File: src/rtl/hbr_pkg.sv
package hbr_pkg;
  localparam int DW   = 8;
  localparam int AW   = 8;
  localparam int NCFG = 4;
  localparam int NFLG = 8;
  localparam int NPIN = 2;

  localparam logic [AW-1:0] ADR_ID   = 8'h00;
  localparam logic [AW-1:0] ADR_FLT  = 8'h01;
  localparam logic [AW-1:0] ADR_ST1  = 8'h02;
  localparam logic [AW-1:0] ADR_ST2  = 8'h03;
  localparam logic [AW-1:0] ADR_CMD  = 8'h08;
  localparam logic [AW-1:0] ADR_INC  = 8'h09;
  localparam logic [AW-1:0] ADR_CFG0 = 8'h0A;

  localparam logic [DW-1:0] ID_WORD  = 8'h2C;
  localparam logic [1:0]    KEY_CODE = 2'b10;
  localparam logic [1:0]    KEY_RST  = 2'b01;

  // sticky flag positions inside the flag vector
  localparam int FL_OLA  = 0;
  localparam int FL_TSD  = 1;
  localparam int FL_OCP  = 2;
  localparam int FL_VMUV = 3;
  localparam int FL_VMOV = 4;
  localparam int FL_ERR  = 5;
  localparam int FL_POR  = 6;
  localparam int FL_OTW  = 7;
  localparam logic [NFLG-1:0] FLG_RST = NFLG'(1) << FL_POR;

  function automatic logic [DW-1:0] cfg_reset(input int i);
    case (i)
      0:       return 8'h10;
      1:       return 8'h18;
      2:       return 8'h40;
      default: return 8'h44;
    endcase
  endfunction

  function automatic logic [DW-1:0] cfg_wmask(input int i);
    case (i)
      1:       return 8'h7F;
      2:       return 8'hDC;
      default: return 8'hFF;
    endcase
  endfunction

  function automatic logic [DW-1:0] cfg_fixed(input int i);
    return (i == 2) ? 8'h22 : 8'h00;
  endfunction
endpackage

File: src/rtl/hbr_fault_bank.sv
module hbr_fault_bank #(
  parameter int N = 8,
  parameter logic [N-1:0] RST_VAL = '0
) (
  input  logic         clk,
  input  logic         rst_n,
  input  logic [N-1:0] set_i,
  input  logic         clr_i,
  output logic [N-1:0] flags_q
);
  // a set in the clearing cycle survives the clear
  always_ff @(posedge clk or negedge rst_n) begin
    if (!rst_n) flags_q <= RST_VAL;
    else        flags_q <= (clr_i ? '0 : flags_q) | set_i;
  end
endmodule

File: src/rtl/hbr_cfg_bank.sv
module hbr_cfg_bank import hbr_pkg::*; #(
  parameter int N = NCFG,
  parameter int W = DW
) (
  input  logic                clk,
  input  logic                rst_n,
  input  logic                wr_en_i,
  input  logic [N-1:0]        wr_sel_i,
  input  logic [W-1:0]        wdata_i,
  output logic [N-1:0][W-1:0] cfg_q
);
  for (genvar g = 0; g < N; g++) begin : g_reg
    localparam logic [W-1:0] MASK = W'(cfg_wmask(g));
    localparam logic [W-1:0] RSTV = W'(cfg_reset(g)) & MASK;
    always_ff @(posedge clk or negedge rst_n) begin
      if (!rst_n)                     cfg_q[g] <= RSTV;
      else if (wr_en_i && wr_sel_i[g]) cfg_q[g] <= wdata_i & MASK;
    end
  end
endmodule

File: src/rtl/hbr_pin_merge.sv
module hbr_pin_merge #(
  parameter int N = 2
) (
  input  logic         open_i,
  input  logic [N-1:0] pin_i,
  input  logic [N-1:0] reg_i,
  input  logic [N-1:0] and_sel_i,
  output logic [N-1:0] eff_o
);
  for (genvar g = 0; g < N; g++) begin : g_ch
    logic comb;
    assign comb     = and_sel_i[g] ? (pin_i[g] & reg_i[g]) : (pin_i[g] | reg_i[g]);
    assign eff_o[g] = open_i ? comb : pin_i[g];
  end
endmodule

File: src/rtl/hb_ctrl_regbank.sv
module hb_ctrl_regbank import hbr_pkg::*; #(
  parameter int ADDR_W = AW,
  parameter int DATA_W = DW,
  parameter int N_CFG  = NCFG
) (
  input  logic                    clk,
  input  logic                    rst_n,
  input  logic                    req_valid,
  output logic                    req_ready,
  input  logic                    req_write,
  input  logic [ADDR_W-1:0]       req_addr,
  input  logic [DATA_W-1:0]       req_wdata,
  output logic                    rsp_valid,
  output logic [DATA_W-1:0]       rsp_rdata,
  input  logic                    evt_err,
  input  logic                    evt_vmov,
  input  logic                    evt_vmuv,
  input  logic                    evt_ocp,
  input  logic                    evt_tsd,
  input  logic                    evt_ola,
  input  logic                    evt_otw,
  input  logic                    active_i,
  input  logic                    itrip_i,
  input  logic                    olp_cmp_i,
  input  logic                    pin_in,
  input  logic                    pin_drvoff,
  output logic                    eff_in,
  output logic                    eff_drvoff,
  output logic                    fault_n,
  output logic [N_CFG*DATA_W-1:0] cfg_word
);
  localparam int INC_DRV = 1;
  localparam int INC_IN  = 0;

  logic rd_acc, wr_acc, hit_cmd, hit_inc, clr;
  logic [N_CFG-1:0] hit_cfg;
  logic [1:0] spi_key, cfg_key;
  logic spi_open, cfg_open;
  logic [1:0] inc_q;
  logic [NFLG-1:0] set_v, flags;
  logic summ;
  logic [N_CFG-1:0][DATA_W-1:0] cfg;
  logic [DATA_W-1:0] rd_word;

  assign req_ready = 1'b1;
  assign rd_acc    = req_valid & ~req_write;
  assign wr_acc    = req_valid & req_write;
  assign hit_cmd   = wr_acc && (req_addr == ADDR_W'(ADR_CMD));
  assign hit_inc   = wr_acc && (req_addr == ADDR_W'(ADR_INC));

  for (genvar g = 0; g < N_CFG; g++) begin : g_hit
    assign hit_cfg[g] = wr_acc && (req_addr == ADDR_W'(ADR_CFG0) + ADDR_W'(g));
  end

  // command register: two keys plus a self-clearing strobe
  always_ff @(posedge clk or negedge rst_n) begin
    if (!rst_n) begin
      spi_key <= KEY_RST;
      cfg_key <= KEY_RST;
    end else if (hit_cmd) begin
      spi_key <= req_wdata[4:3];
      cfg_key <= req_wdata[1:0];
    end
  end
  assign spi_open = (spi_key == KEY_CODE);
  assign cfg_open = (cfg_key != KEY_CODE);
  assign clr      = hit_cmd & req_wdata[7];

  // input-control register
  always_ff @(posedge clk or negedge rst_n) begin
    if (!rst_n) begin
      inc_q <= 2'b10;
    end else if (hit_inc && spi_open) begin
      inc_q[INC_DRV] <= req_wdata[3];
      inc_q[INC_IN]  <= req_wdata[0];
    end
  end

  always_comb begin
    set_v          = '0;
    set_v[FL_OLA]  = evt_ola;
    set_v[FL_TSD]  = evt_tsd;
    set_v[FL_OCP]  = evt_ocp;
    set_v[FL_VMUV] = evt_vmuv;
    set_v[FL_VMOV] = evt_vmov;
    set_v[FL_ERR]  = evt_err;
    set_v[FL_OTW]  = evt_otw;
  end

  hbr_fault_bank #(.N(NFLG), .RST_VAL(FLG_RST)) u_flags (
    .clk(clk), .rst_n(rst_n), .set_i(set_v), .clr_i(clr), .flags_q(flags)
  );

  assign summ = flags[FL_ERR] | flags[FL_POR] | flags[FL_VMUV] | flags[FL_OCP] | flags[FL_TSD];
  assign fault_n = ~(summ | (flags[FL_OTW] & cfg[N_CFG-1][7]));

  hbr_cfg_bank #(.N(N_CFG), .W(DATA_W)) u_cfg (
    .clk(clk), .rst_n(rst_n), .wr_en_i(cfg_open), .wr_sel_i(hit_cfg),
    .wdata_i(req_wdata), .cfg_q(cfg)
  );
  assign cfg_word = cfg;

  hbr_pin_merge #(.N(NPIN)) u_merge (
    .open_i(spi_open),
    .pin_i({pin_drvoff, pin_in}),
    .reg_i({inc_q[INC_DRV], inc_q[INC_IN]}),
    .and_sel_i({cfg[N_CFG-1][2], cfg[N_CFG-1][0]}),
    .eff_o({eff_drvoff, eff_in})
  );

  always_comb begin
    rd_word = '0;
    case (req_addr)
      ADDR_W'(ADR_ID):  rd_word = DATA_W'(ID_WORD);
      ADDR_W'(ADR_FLT): rd_word = {flags[FL_ERR], flags[FL_POR], summ, flags[FL_VMOV],
                                   flags[FL_VMUV], flags[FL_OCP], flags[FL_TSD], flags[FL_OLA]};
      ADDR_W'(ADR_ST1): rd_word = {2'b00, itrip_i, active_i, 4'b0000};
      ADDR_W'(ADR_ST2): rd_word = {pin_drvoff, 1'b0, flags[FL_OTW], active_i, 3'b000, olp_cmp_i};
      ADDR_W'(ADR_CMD): rd_word = {3'b000, spi_key, 1'b0, cfg_key};
      ADDR_W'(ADR_INC): rd_word = {4'b0000, inc_q[INC_DRV], 2'b10, inc_q[INC_IN]};
      default: begin
        for (int g = 0; g < N_CFG; g++) begin
          if (req_addr == ADDR_W'(ADR_CFG0) + ADDR_W'(g))
            rd_word = cfg[g] | DATA_W'(cfg_fixed(g));
        end
      end
    endcase
  end

  always_ff @(posedge clk or negedge rst_n) begin
    if (!rst_n) begin
      rsp_valid <= 1'b0;
      rsp_rdata <= '0;
    end else begin
      rsp_valid <= rd_acc;
      if (rd_acc) rsp_rdata <= rd_word;
    end
  end
endmodule

File: config.mk
export PLATFORM = sky130hd
export DESIGN_NAME = hb_ctrl_regbank
export DESIGN_NICKNAME = d
export VERILOG_FILES = /design/src/rtl/hbr_pkg.sv /design/src/rtl/hbr_fault_bank.sv /design/src/rtl/hbr_cfg_bank.sv /design/src/rtl/hbr_pin_merge.sv /design/src/rtl/hb_ctrl_regbank.sv
export SDC_FILE = /design/constraint.sdc
export NUM_CORES = 1
export LEC_CHECK = 0
export CAP_MARGIN = 20
export CORE_ASPECT_RATIO = 1.75
export CORE_MARGIN = 2
export CORE_UTILIZATION = 51
export CTS_CLUSTER_DIAMETER = 100
export CTS_CLUSTER_SIZE = 25
export DETAILED_ROUTE_END_ITERATION = 12
export GPL_ROUTABILITY_DRIVEN = 0
export PLACE_DENSITY = 0.86
export SYNTH_ARGS = -nofsm -noshare
export SYNTH_HDL_FRONTEND = slang
export SYNTH_SLANG_ARGS = --single-unit
File: constraint.sdc
create_clock -name clk -period 2.7 [get_ports clk]
set_input_delay 0.405 -clock clk [delete_from_list [all_inputs] [get_ports clk]]
set_output_delay 0.405 -clock clk [all_outputs]
set_load 0.05 [all_outputs]
==> impl_results.md <==
- # fillers: 401
- Row count: 34
- Reg2reg setup slack: roughly 0.97 ns
- FF-to-FF End: rsp_rdata[5]
- Clock root buffer: clkbuf_8
- CTS Hold Bufs: 0
- CTS tree: yes
- Post-CTS Setup Inserts: 0
- VDD IR max: about 0.45 mV
- Detailed Route WL: around 6.6 mm
- Vias in the first global route: 2181
- Startpoint types: flop
- Setup TNS: 0 ns
- Largest net degree at the start of global routing: 30
- Critical path cell sequence: or4_1, a211oi_1, buf_4
- ANT cells: 0
- Core area: 4930 um^2
- WP buf/inv: 1
- Die Y: 98.3 um
- PostCTS Resize Cnt: 0
- Non-filler cells, final: between 300 and 400
- # DRC: 0
- Layout Area Growth over Synthesis: 33.3%
- CP peak stage delay: 0.55 ns
- Worst r2r src: u_flags.flags_q[2]
- Initial antenna violation count: 0
- Num CTS Buffers: 5
- Clock share of power: 0.286
- Ys Warns: 0
- Seq cells post-synth: 51
- Die area: between 5000 and 6000 um^2
- Initial Util: 0.525
- Post-synth EDFFs: 0
- Fin crit period: 2.13 ns
- Sw power: 0.000422 W
- Worst min path class: input pin to asynchronous set/reset pin
- Max H-tree Level: 2
- Vias per cell: 5.95
- GRT Total Usage: 0.247
- Tcrit/Tclk final: 0.790
- Worst slew margin: 0.623
- Clock slew at reported path FFs: 0.09 ns
- CTS Buffer Depth: 2
- Worst r2r path cells: 4
- Status: finished, final reports clean
- PortBufs: 71
- Fin. Hold Viols: 0
- RSZ-0062 raised after global routing: false
- Share of layout cells above drive strength 1: 0.239
- DRT Pass-1 Iters: 4
- Required time at the worst-slack endpoint: 2.30 ns
- Mapped Cells: 225
- Crit end category: output port
- Worst path slowest cell: or4_1
- GR Overflow Total: 0
- # IOs: a little under 80
- P_int: 0.00107 W
- Seq/Total Area, Yosys: 0.498
- Most common flop cell mapped by yosys: dfrtp_1
- Via count: roughly 2100
- Critical Path AT: 1.73 ns
- F_max: around 470 MHz
- LEAKAGE: 1.50 nW
- ANT nets after route: 0
- Worst hold slack: about 0.080 ns
- Final nets: 332
- Worst skew pair latency: 0.31 ns
- Syn Std Cell Area: 2590 um^2
- First-pass GRT wire length: 10.6 mm
- Max-cap violations: 0
- PD cells: 433 nW/um^2
- Crit path max-delay family: simple AND/OR/NAND/NOR gates
- Comb pwr share: 0.180
- Placed Instances: 347
- Hpwl dp: 5.14 mm
- Critical path type: flop to output port
- Max Slew Vio Count: 0
- Reg power frac: 0.534
- Worst slew pin tran: between 0.5 and 0.6 ns
- Ys async rst share: 1.00
- Final setup fails: 0
- Average wire per standard cell: 18.6 um
- Setup Skew: 0.00471 ns
- Sw Ratio: 0.283
- Iter 0 DRT Violations: 55
- Avg Cell Area, Syn: 11.5 um^2
- Clock sinks: just over 50
- Die Span X: 57.9 um
- Critical-path maximum fanout: 3
- Yosys cell types: 48
## routing by layer
layer / part of all wire / track usage
met1: 0.37 / 0.272
met2: 0.54 / 0.439
met3: 0.048 / 0.0397
met4: 0.044 / 0.127
met5: 0 / 0
## layout make-up
class,count,area (um^2),share of cell area
multi-input cells,157,1210,0.351
repair buffers,80,778,0.226
well taps,54,67.6,0.0196
inverters,5,18.8,0.00544
clock buffers,6,72.6,0.0210
clock inverters,2,12.5,0.00363
flip-flops and latches,51,1290,0.373
## layout by cell type, fill, tap and decap left out, types with 2 or more instances in the layout
master and count:
o21ai_0 7, nand3_1 9, a21oi_1 4, and2_1 2, mux2i_1 11, nand4_1 5
dfrtp_1 41, a21o_1 7, conb_1 5, inv_1 5, clkbuf_8 5, nor2_1 8
a211oi_1 2, clkdlybuf4s50_1 67, nor2b_1 7, nand2b_1 8, nand2_1 11, nand4_2 2
o2bb2ai_1 2, buf_4 11, dfstp_2 10, o211ai_1 3, mux2_2 35, or4_1 2
o2111ai_1 2, o22ai_1 4
## synthesized netlist by cell type (2+ instances only)
master	count	area, um^2
o21ai_0	7	35.0
a21o_1	7	52.6
a21oi_1	4	20.0
clkbuf_1	5	18.8
dfstp_2	10	263
buf_4	5	37.5
nor2b_1	7	43.8
mux2i_1	11	110
nand4_1	5	31.3
dfrtp_1	41	1030
and2_1	2	12.5
o2bb2ai_1	2	17.5
mux2_2	35	394
nand2b_1	8	50.1
conb_1	2	7.51
o22ai_1	4	25.0
inv_1	5	18.8
o211ai_1	3	22.5
a211oi_1	2	15.0
buf_2	4	20.0
nand4_2	2	25.0
o2111ai_1	2	17.5
or4_1	2	15.0
nand3_1	9	45.0
nand2_1	11	41.3
nor2_1	8	30.0
## cells by family (layout without fill, tap and decap cells)
logic type | count (synthesis) | after routing | synth area share
AND/OR/NAND/NOR | 65 | 65 | 0.154
flip-flops | 51 | 51 | 0.498
multiplexers | 46 | 46 | 0.195
AO/OA/AOI/OAI | 41 | 41 | 0.112
buffers and inverters | 20 | 93 | 0.0382
other | 2 | 5 | 0.00290
## worst max path at each step
| stage | startpoint | end | depth (start not counted) |
|---|---|---|---|
| 2_1_floorplan | u_flags.flags_q[2] | fault_n | 2 |
| 5_1_grt | u_flags.flags_q[2] | fault_n | 3 |
| 6_report | u_flags.flags_q[2] | fault_n | 3 |
| 3_5_place_dp | req_addr[5] | u_cfg.cfg_q[5] | 5 |
| 4_1_cts | u_flags.flags_q[2] | fault_n | 3 |
| 3_3_place_gp | req_addr[5] | u_cfg.cfg_q[0] | 5 |
## flip-flops by register name, summed over array words and instances, names as in the netlist
| register | count |
|---|---|
| rsp_valid | 1 |
| spi_key | 2 |
| u_cfg.cfg_q | 28 |
| inc_q | 2 |
| cfg_key | 2 |
| rsp_rdata | 8 |
| u_flags.flags_q | 8 |
## power groups by stage
stage | clock (W) | sequential [W] | combinational, W
2_1_floorplan | 0 | 0.000861 | 0.0000970
6_report | 0.000427 | 0.000797 | 0.000269
3_5_place_dp | 0 | 0.000811 | 0.000269
4_1_cts | 0.000432 | 0.000797 | 0.000270
3_3_place_gp | 0 | 0.000810 | 0.000266
5_1_grt | 0.000464 | 0.000799 | 0.000287
## through the flow
| stage | setup WS, ns | total power (W) | area, um^2 | util |
|---|---|---|---|---|
| 3_5_place_dp | 0.307 | 0.00108 | 3370 | 0.682 |
| 5_1_grt | 0.538 | 0.00155 | 3450 | 0.699 |
| 3_3_place_gp | 0.354 | 0.00108 | 3370 | 0.682 |
| 2_1_floorplan | 0.196 | 0.000958 | 2600 | - |
| 4_1_cts | 0.566 | 0.00150 | 3450 | 0.699 |
| 6_report | 0.566 | 0.00149 | 3450 | 0.699 |
No activity file was read; power rests on OpenSTA's default activity.
